$ cat config.mk
export PLATFORM = sky130hd
export DESIGN_NAME = instr_exc_entry
export DESIGN_NICKNAME = d
export VERILOG_FILES = /design/src/rtl/iexc_pkg.sv /design/src/rtl/iexc_slot_track.sv /design/src/rtl/iexc_classify.sv /design/src/rtl/iexc_sequencer.sv /design/src/rtl/instr_exc_entry.sv
export SDC_FILE = /design/constraint.sdc
export NUM_CORES = 1
export LEC_CHECK = 0
export CELL_PAD_IN_SITES_DETAIL_PLACEMENT = 1
export CELL_PAD_IN_SITES_GLOBAL_PLACEMENT = 1
export CORE_MARGIN = 5
export CORE_UTILIZATION = 33
export DETAILED_ROUTE_END_ITERATION = 8
export PLACE_DENSITY = 0.87
export SYNTH_ARGS = -nofsm -noshare
export SYNTH_HDL_FRONTEND = slang
export SYNTH_SLANG_ARGS = --single-unit
$ cat constraint.sdc
create_clock -name clk -period 3.06 [get_ports clk]
set_input_delay 0.459 -clock clk [delete_from_list [all_inputs] [get_ports clk]]
set_output_delay 0.459 -clock clk [all_outputs]
set_load 0.005 [all_outputs]
$ cat src/rtl/iexc_pkg.sv
`timescale 1ns/1ps
package iexc_pkg;

   // instruction class codes from decode
   localparam logic [2:0] CLS_PLAIN = 3'd0;
   localparam logic [2:0] CLS_UNDEF = 3'd1;
   localparam logic [2:0] CLS_DBR   = 3'd2;
   localparam logic [2:0] CLS_CBR   = 3'd3;
   localparam logic [2:0] CLS_TRAP  = 3'd4;

   typedef enum logic [1:0] {
      EXK_NONE,
      EXK_TRAP,
      EXK_SLOT,
      EXK_GEN
   } exk_e;

   typedef enum logic [2:0] {
      SQ_IDLE,
      SQ_PUSH_SR,
      SQ_PUSH_PC,
      SQ_VEC,
      SQ_REDIR
   } sq_e;

   function automatic logic cls_undefined(input logic [2:0] c);
      return (c == CLS_UNDEF) || (c > CLS_TRAP);
   endfunction

   function automatic logic cls_rewrites_pc(input logic [2:0] c);
      return (c == CLS_DBR) || (c == CLS_CBR) || (c == CLS_TRAP);
   endfunction

endpackage

$ cat src/rtl/iexc_slot_track.sv
`timescale 1ns/1ps
module iexc_slot_track #(
   parameter int AW = 32
) (
   input  logic          clk,
   input  logic          rst_n,
   input  logic          accept,
   input  logic          is_dbr,
   input  logic          raise,
   input  logic [AW-1:0] pc,
   output logic          in_slot,
   output logic [AW-1:0] branch_pc
);

   always_ff @(posedge clk or negedge rst_n) begin
      if (!rst_n) begin
         in_slot   <= 1'b0;
         branch_pc <= '0;
      end else if (accept) begin
         // a branch that itself faults opens no slot
         in_slot <= is_dbr && !raise;
         if (is_dbr && !raise) begin
            branch_pc <= pc;
         end
      end
   end

endmodule

$ cat src/rtl/iexc_classify.sv
`timescale 1ns/1ps
module iexc_classify
   import iexc_pkg::*;
#(
   parameter int               AW       = 32,
   parameter int               VEC_W    = 8,
   parameter int               ILEN     = 2,
   parameter logic [VEC_W-1:0] SLOT_VEC = 6,
   parameter logic [VEC_W-1:0] GEN_VEC  = 4
) (
   input  logic             valid,
   input  logic [2:0]       cls,
   input  logic [VEC_W-1:0] imm,
   input  logic [AW-1:0]    pc,
   input  logic             in_slot,
   input  logic [AW-1:0]    branch_pc,
   output logic             raise,
   output logic [VEC_W-1:0] vec,
   output logic [AW-1:0]    save_pc
);

   localparam logic [AW-1:0] STEP = AW'(ILEN);

   exk_e kind;

   always_comb begin
      kind    = EXK_NONE;
      vec     = '0;
      save_pc = '0;
      if (valid) begin
         if (in_slot && (cls_undefined(cls) || cls_rewrites_pc(cls))) begin
            kind    = EXK_SLOT;
            vec     = SLOT_VEC;
            save_pc = branch_pc;
         end else if (cls_undefined(cls)) begin
            kind    = EXK_GEN;
            vec     = GEN_VEC;
            save_pc = pc;
         end else if (cls == CLS_TRAP) begin
            kind    = EXK_TRAP;
            vec     = imm;
            save_pc = pc + STEP;
         end
      end
   end

   assign raise = (kind != EXK_NONE);

endmodule

$ cat src/rtl/iexc_sequencer.sv
`timescale 1ns/1ps
module iexc_sequencer
   import iexc_pkg::*;
#(
   parameter int AW        = 32,
   parameter int DW        = 32,
   parameter int VEC_W     = 8,
   parameter bit REDIR_REG = 1'b1
) (
   input  logic             clk,
   input  logic             rst_n,
   input  logic             start,
   input  logic [VEC_W-1:0] vec,
   input  logic [AW-1:0]    save_pc,
   input  logic [DW-1:0]    sr_in,
   input  logic [AW-1:0]    sp_in,
   input  logic [AW-1:0]    vbr_in,
   output logic             mem_req,
   output logic             mem_we,
   output logic [AW-1:0]    mem_addr,
   output logic [DW-1:0]    mem_wdata,
   input  logic             mem_ready,
   input  logic [DW-1:0]    mem_rdata,
   output logic             sp_wr_en,
   output logic [AW-1:0]    sp_wr_data,
   output logic             busy,
   output logic             redir_valid,
   output logic [AW-1:0]    redir_pc
);

   localparam int            WBYTES = DW / 8;
   localparam int            WSH    = $clog2(WBYTES);
   localparam logic [AW-1:0] WORD1  = AW'(WBYTES);
   localparam logic [AW-1:0] WORD2  = AW'(2 * WBYTES);

   sq_e           state;
   logic [DW-1:0] sr_q;
   logic [AW-1:0] pc_q;
   logic [AW-1:0] sp_q;
   logic [AW-1:0] vaddr_q;
   logic          vec_done;

   assign vec_done = (state == SQ_VEC) && mem_ready;

   always_ff @(posedge clk or negedge rst_n) begin
      if (!rst_n) begin
         state   <= SQ_IDLE;
         sr_q    <= '0;
         pc_q    <= '0;
         sp_q    <= '0;
         vaddr_q <= '0;
      end else begin
         case (state)
            SQ_IDLE: begin
               if (start) begin
                  sr_q    <= sr_in;
                  pc_q    <= save_pc;
                  sp_q    <= sp_in;
                  vaddr_q <= vbr_in + (AW'(vec) << WSH);
                  state   <= SQ_PUSH_SR;
               end
            end
            SQ_PUSH_SR: if (mem_ready) state <= SQ_PUSH_PC;
            SQ_PUSH_PC: if (mem_ready) state <= SQ_VEC;
            SQ_VEC:     if (mem_ready) state <= REDIR_REG ? SQ_REDIR : SQ_IDLE;
            SQ_REDIR:   state <= SQ_IDLE;
            default:    state <= SQ_IDLE;
         endcase
      end
   end

   always_comb begin
      mem_req   = 1'b0;
      mem_we    = 1'b0;
      mem_addr  = '0;
      mem_wdata = '0;
      case (state)
         SQ_PUSH_SR: begin
            mem_req   = 1'b1;
            mem_we    = 1'b1;
            mem_addr  = sp_q - WORD1;
            mem_wdata = sr_q;
         end
         SQ_PUSH_PC: begin
            mem_req   = 1'b1;
            mem_we    = 1'b1;
            mem_addr  = sp_q - WORD2;
            mem_wdata = DW'(pc_q);
         end
         SQ_VEC: begin
            mem_req  = 1'b1;
            mem_addr = vaddr_q;
         end
         default: ;
      endcase
   end

   assign sp_wr_en   = mem_req && mem_we && mem_ready;
   assign sp_wr_data = mem_addr;
   assign busy       = (state != SQ_IDLE);

   generate
      if (REDIR_REG) begin : g_redir_reg
         logic [AW-1:0] hnd_q;
         always_ff @(posedge clk or negedge rst_n) begin
            if (!rst_n) begin
               hnd_q <= '0;
            end else if (vec_done) begin
               hnd_q <= mem_rdata[AW-1:0];
            end
         end
         assign redir_valid = (state == SQ_REDIR);
         assign redir_pc    = hnd_q;
      end else begin : g_redir_comb
         assign redir_valid = vec_done;
         assign redir_pc    = mem_rdata[AW-1:0];
      end
   endgenerate

endmodule

$ cat src/rtl/instr_exc_entry.sv
`timescale 1ns/1ps
module instr_exc_entry
   import iexc_pkg::*;
#(
   parameter int               AW        = 32,
   parameter int               DW        = 32,
   parameter int               VEC_W     = 8,
   parameter int               ILEN      = 2,
   parameter logic [VEC_W-1:0] SLOT_VEC  = 6,
   parameter logic [VEC_W-1:0] GEN_VEC   = 4,
   parameter bit               REDIR_REG = 1'b1
) (
   input  logic             clk,
   input  logic             rst_n,
   input  logic             dec_valid,
   input  logic [2:0]       dec_class,
   input  logic [VEC_W-1:0] dec_imm,
   input  logic [AW-1:0]    dec_pc,
   input  logic [DW-1:0]    sr_in,
   input  logic [AW-1:0]    sp_in,
   input  logic [AW-1:0]    vbr_in,
   output logic             mem_req,
   output logic             mem_we,
   output logic [AW-1:0]    mem_addr,
   output logic [DW-1:0]    mem_wdata,
   input  logic             mem_ready,
   input  logic [DW-1:0]    mem_rdata,
   output logic             sp_wr_en,
   output logic [AW-1:0]    sp_wr_data,
   output logic             busy,
   output logic             redir_valid,
   output logic [AW-1:0]    redir_pc
);

   generate
      if (AW > DW) begin : g_bad_aw
         $error("instr_exc_entry: AW must not exceed DW");
      end
      if ((DW % 8) != 0 || DW < 16) begin : g_bad_dw
         $error("instr_exc_entry: DW must be a byte multiple of at least 16");
      end
      if (VEC_W < 1 || VEC_W > AW - 4) begin : g_bad_vw
         $error("instr_exc_entry: VEC_W out of range");
      end
      if (ILEN < 1) begin : g_bad_ilen
         $error("instr_exc_entry: ILEN must be positive");
      end
   endgenerate

   logic             accept;
   logic             in_slot;
   logic [AW-1:0]    branch_pc;
   logic             raise;
   logic [VEC_W-1:0] vec;
   logic [AW-1:0]    save_pc;

   assign accept = dec_valid && !busy;

   iexc_slot_track #(.AW(AW)) u_slot (
      .clk       (clk),
      .rst_n     (rst_n),
      .accept    (accept),
      .is_dbr    (dec_class == CLS_DBR),
      .raise     (raise),
      .pc        (dec_pc),
      .in_slot   (in_slot),
      .branch_pc (branch_pc)
   );

   iexc_classify #(
      .AW       (AW),
      .VEC_W    (VEC_W),
      .ILEN     (ILEN),
      .SLOT_VEC (SLOT_VEC),
      .GEN_VEC  (GEN_VEC)
   ) u_cls (
      .valid     (accept),
      .cls       (dec_class),
      .imm       (dec_imm),
      .pc        (dec_pc),
      .in_slot   (in_slot),
      .branch_pc (branch_pc),
      .raise     (raise),
      .vec       (vec),
      .save_pc   (save_pc)
   );

   iexc_sequencer #(
      .AW        (AW),
      .DW        (DW),
      .VEC_W     (VEC_W),
      .REDIR_REG (REDIR_REG)
   ) u_seq (
      .clk         (clk),
      .rst_n       (rst_n),
      .start       (accept && raise),
      .vec         (vec),
      .save_pc     (save_pc),
      .sr_in       (sr_in),
      .sp_in       (sp_in),
      .vbr_in      (vbr_in),
      .mem_req     (mem_req),
      .mem_we      (mem_we),
      .mem_addr    (mem_addr),
      .mem_wdata   (mem_wdata),
      .mem_ready   (mem_ready),
      .mem_rdata   (mem_rdata),
      .sp_wr_en    (sp_wr_en),
      .sp_wr_data  (sp_wr_data),
      .busy        (busy),
      .redir_valid (redir_valid),
      .redir_pc    (redir_pc)
   );

endmodule

Word-level counts from Yosys, hierarchy flattened
Cells that the tools add are included.
{ "classes": {"add_sub_neg": 4, "n_lt_le_gt_ge": 1, "n_eq_ne": 12, "n_mux": 21, "reduce_logical": 21} }
{ "op_table": {"columns": ["op", "n"], "rows": [
  ["2-to-1 mux 32 bit", 4],
  ["case mux 32 bit (3 select lines)", 1],
  ["case mux 32 bit (2 select lines)", 1],
  ["adder 32 x 10 -> 32 bit", 1],
  ["adder 32 x 2 -> 32 bit, second input constant", 1],
  ["2-to-1 mux 8 bit", 4],
  ["subtractor 32 x 3 -> 32 bit, second input constant", 1],
  ["subtractor 32 x 4 -> 32 bit, second input constant", 1],
  ["== test 3 x 2 -> 1 bit, second input constant", 4],
  ["2-to-1 mux 3 bit", 4],
  ["case mux 3 bit (4 select lines)", 1],
  ["logical AND 1 bit", 7],
  ["== test 3 x 1 -> 1 bit, second input constant", 2],
  ["== test 3 bit, second input constant", 2],
  ["2-to-1 mux 2 bit", 3],
  ["!= test 2 bit, second input constant", 3],
  ["logical OR 1 bit", 4],
  ["AND reduction 2 bit", 2],
  ["AND reduction 4 bit", 1],
  ["> comparator 3 bit, second input constant", 1],
  ["logical NOT 3 bit", 1],
  ["2-to-1 mux 1 bit", 3],
  ["nonzero test 3 bit", 1],
  ["OR reduction 3 bit", 1],
  ["other kinds (4)", 5]
]} }
{ "totals": {"reg_bits": 196, "inputBits": 175, "out_inout_bits": 133, "elab_cells": 67} }

Depth between registers and ports, before layout
Gate-level depths: netlist of the first run.
{ "logic_depth": {"ltp_word": 11, "depth_mapped": 16} }

Modules after synthesis
From an unflattened synthesis of the first run, not the netlist that was laid out.
{ "hier_totals": {"hier_cells": 1332, "area_unflattened_um2": 11591.1} }
{ "modules_own_cells": {"columns": ["mod", "instances", "cells_per_inst", "area_per_inst_um2", "seq_area_each_um2"], "rows": [
  ["iexc_sequencer", 1, 1020, 8809.7, 4078.9],
  ["iexc_classify", 1, 238, 1396.3, 0.0],
  ["iexc_slot_track", 1, 71, 1357.6, 825.8],
  ["instr_exc_entry", 1, 3, 27.5, 0.0]
]} }

Worst setup path after synthesis of the first run
No wires, ideal clock.
{ "synth_timing": {"kind": "input to register", "from": "in dec_class[1]", "to": "reg u_seq.vaddr_q[22]", "setup_ns": 0.077, "t_arrival_ns": 3.544, "path_slack_ns": -0.560, "stages": 16, "n_path_buf": 4, "path_cell_list": "buf_2 or3b_1 clkbuf_1 clkbuf_1 nor3_1 and2_1 ha_1 inv_1 fa_1 nor2b_1 o21ai_0 a21oi_1 clkbuf_1 o2111ai_1 xor2_1 o21ai_1"} }
{ "synth_between": {"elab_chain_len": 10} }
{ "synth_rtl": {"columns": ["element", "line_no", "source"], "rows": [
  ["start: declaration", "instr_exc_entry.sv:16", "input logic [2:0] dec_class,"],
  ["parallel branches: the longest is 10 deep, another holds adder 32 x 10 -> 32 bit", null, null],
  ["end signal: assignment", "iexc_sequencer.sv:59", "vaddr_q <= vbr_in + (AW'(vec) << WSH);"],
  ["end: declaration", "iexc_sequencer.sv:40", "logic [AW-1:0] vaddr_q;"]
]} }
Several ways; the timed one is not identified.
A chain may end at the register's enable or synchronous reset.

Worst setup path after layout of the first run
{ "layout_timing": {"from": "reg u_seq.sp_q[4]", "to": "out mem_addr[25]"} }
{ "layout_between": {"elab_chain_len": 2} }
{ "layout_rtl": {"columns": ["element", "line_no", "source"], "rows": [
  ["start: declaration", "iexc_sequencer.sv:39", "logic [AW-1:0] sp_q;"],
  ["start signal: assignment", "iexc_sequencer.sv:58", "sp_q <= sp_in;"],
  ["subtractor 32 x 4 -> 32 bit or subtractor 32 x 3 -> 32 bit (tied branches)", "iexc_sequencer.sv:87, iexc_sequencer.sv:81", null],
  ["case mux 32 bit (3 select lines) (*)", "iexc_sequencer.sv:77", "case (state)"],
  ["end: declaration", "instr_exc_entry.sv:24", "output logic [AW-1:0] mem_addr,"]
]} }
Mark *: on every way between the ends. The rest lies on a longest branch, timed or not.

==> metrics.cfg, run 1 <==
[worst_setup_path]
reg2reg_depth = 14
crit_fanout = 2
cp_data_arrival_time_ns = 3.08
cpMaxStageDelayCell = dfrtp_1
r2r-start = u_seq.state[0]
setup.worst_path.end_class = primary output
cp_cell_sequence = inv_2 -> ha_4 -> or3b_4 -> nor4b_4 -> buf_4 -> and4_4 -> nand2_4 -> buf_6 -> o211ai_1 -> nand3_4 -> buf_6 -> buf_6
cp_top_family = simple AND/OR/NAND/NOR gates
rrSetupSlack_ns = 0.06
cp_common_cell = buf_6
r2r-end = u_seq.vaddr_q[25]
startpoint_type = flip-flop
cp_num_buf_inv = 5
path_class = reg -> out
cp_data_required_time_ns = 2.60
critPathMaxStageDelay_ns = 0.42

[clocking]
clk_latency_ns = 0.48
cts_tree = done
cts_made_buffers = 17
clk_pin_slew_worst_paths_ns = 0.09
cts_max_path_buffers = 2
cts.sinks = 196
cts_root_buf = clkbuf_16
cts_max_level = 4

[synth]
synth_edf_count = 0
synth-seq-area-share_pct = 42.8
avgSynthCellArea_um2 = 8.96
ys.flop_type = dfrtp_1
ys.warnings.count = 0
ys_ff_latch = 196
ys_top_cells_by_area = dfrtp_1 (43%), nand2_1 (10%), mux2_2 (5.6%), a22o_1 (3.1%), xor2_1 (2.6%)
syn_area_mm2 = 0.0115
synth_top_cell_area_share_pct = 42.8
synth_commonest_cells = nand2_1 (304), dfrtp_1 (196), nor2_1 (58), mux2_2 (57), o21ai_0 (54)
yosysMostFrequentCell = nand2_1
async_reset_ff_share_pct = 100
syn_inst = 1279
synth_area_leader_cell = dfrtp_1
synth_nets = 1467
synthDistinctLibCells = 80

[drt]
vias = 12100
vias_per_cell = 5.65
top_layer_used = met4
final_antenna_net_count = 0
routed_wl_mm = 51.4
dr.pass1.iters = 5
route.met2.wl_mm = 26.5
drt-met1-wl_mm = 18.6
route.detailed.drc = 0
dr_wl_met3_mm = 3.77
dr.first_iter.drc_count = 892
wl_per_cell_um = 24.0

[global_route]
grt_usage_pct = 25.0
grt_max_degree = 87
grt_pass1_vias = 13000
antenna_found_initial = 1
grt_pass1_wl_mm = 75.8
grt-ovfl-total = 0

[sta]
tightest_slew_ns = 0.818
skew_ns = 0.0177
relSlewSlack_pct = 45.5
finalSetupViolCount = 50
fin_ws_ns = -0.478
clock.fmax_ghz = 0.283
post-route-period-util_pct = 116
slew_violations = 0
grt_setup_unrepaired = true
finalHoldViolCount = 7
hold_ws_ns = -0.0256
tns_ns = -16.32
finalCriticalPeriod_ns = 3.54

[layout]
fin_cells = 2139
final_nets = 1858
drive_above_1_share_pct = 27.7
regArea_mm2 = 0.00491
multi_input_area_mm2 = 0.00671
area_delta_synth_final_pct = 51.4
nFillCells = 3884

[job]
maxCapViolations = 0

[min_path]
min_path_type = in -> async

[place]
place_congestion = 0.916
pre_cts_ws_ns = -0.657
dp_hpwl_mm = 34.9
port_buffers = 307
dpl.cell_count = 2055

[floorplan]
io_pins = 308
die_y_um = 196
num_rows = 68
die_area_mm2 = 0.0385
coreArea_mm2 = 0.0344
die_w_um = 196
start_util_pct = 33.3

[power_and_ir_drop]
ir_drop_v = 0.000494
power.density_mw_per_mm2 = 934
leakagePower_uw = 0.00752

[run_status]
status = finished, violations left
violations = negative hold slack, negative setup slack

through the flow:
| step | power [µW] | area [µm²] | utilization, % |
|---|---|---|---|
| floorplan | 8370 | 11600 | - |
| global placement | 12200 | 15600 | 45.5 |
| detailed placement | 12600 | 15600 | 45.5 |
| CTS | 15600 | 16900 | 49.3 |
| global route | 17000 | 17400 | 50.5 |
| finish | 16200 | 17400 | 50.5 |
state kept, by name, summed over array words and instances (netlist names):
| signal | flops |
|---|---|
| u_seq.pc_q | 32 |
| u_slot.branch_pc | 32 |
| u_slot.in_slot | 1 |
| u_seq.state | 3 |
| u_seq.sr_q | 32 |
| u_seq.vaddr_q | 32 |
| u_seq.redir_pc | 32 |
| u_seq.sp_q | 32 |
power breakdown:
group / internal [µW] / switching, µW / leakage, µW
clock: 1270 / 1210 / 0.000308
sequential: 3800 / 1110 / 0.00244
combinational: 4360 / 4450 / 0.00477
total: 9430 / 6770 / 0.00752
cell usage in the layout, fill, tap and decap left out, types with 31 or more instances in the layout:
cell type        count
a21oi_1             31
a22o_1              37
buf_2               32
buf_4              141
buf_6               44
clkdlybuf4s50_1    247
dfrtp_1            195
mux2_2              57
nand2_1            301
nand3_1             31
nor2_1              47
o21ai_0             37
o21ai_1             52
xor2_1              31
layout make-up:
class,count,area share (%)
inverters,15,0.324
multi-input cells,953,38.7
clock inverters,15,1.23
flip-flops and latches,196,28.3
well taps,455,3.28
diodes,1,0.0144
repair buffers,487,25.8
clock buffers,17,2.45
cell families (layout without fill, tap and decap cells):
family | after synthesis | count (layout) | share of synthesized area, %
multiplexers | 70 | 70 | 6.84
flip-flops | 196 | 196 | 42.8
AND/OR/NAND/NOR | 540 | 540 | 23.1
other | 0 | 1 | 0
buffers and inverters | 130 | 534 | 5.79
XOR/XNOR | 54 | 54 | 4.13
AO/OA/AOI/OAI | 276 | 276 | 15.8
adder cells (fa/ha/maj) | 13 | 13 | 1.49
worst register-to-register path, cell delays in order (launching register included):
cell and delay (ns):
dfrtp_2 0.45, nor2_4 0.12, nand3b_1 0.19, nor3_4 0.23, buf_4 0.15, buf_6 0.10
and2_4 0.14, ha_4 0.19, and3_4 0.18, and3_4 0.17, a221o_1 0.38, buf_6 0.18
nand4_1 0.10, xor2_1 0.20, o21ai_1 0.10
timing repair:
action,4_1_cts,5_1_grt
hold buffers,0,0
resized for setup,311,91
setup buffers,42,17
gates cloned,2,0
endpoints found under the setup margin,91,99
pin swaps,72,56
worst max-delay path by stage:
stage                  startpoint           endpoint  slack (ns)  depth (start not counted)
floorplan            dec_class[0]  u_seq.vaddr_q[22]       -0.14                         16
global placement     dec_class[0]  u_seq.vaddr_q[15]       -0.49                         13
detailed placement   dec_class[1]  u_seq.vaddr_q[17]       -0.66                         14
CTS                 u_seq.sp_q[3]     sp_wr_data[31]       -0.48                         11
global route        u_seq.sp_q[4]       mem_addr[25]       -0.60                         12
finish              u_seq.sp_q[4]       mem_addr[25]       -0.48                         12
layer usage:
| layer | track usage, % | vias up |
|---|---|---|
| met5 | 0 | - |
| met4 | 11.7 | 0 |
| met3 | 6.15 | 166 |
| met2 | 44.2 | 597 |
| met1 | 28.5 | 6054 |
| li1 | - | 5270 |
No activity file was read; power rests on OpenSTA's default activity.
==> run 2: changes to the inputs <==
ABC_CLOCK_PERIOD_IN_PS = 3060   (was not set)
==> results of run 2 <==
The final DEF is identical to that of run 1; final timing and power are the same.
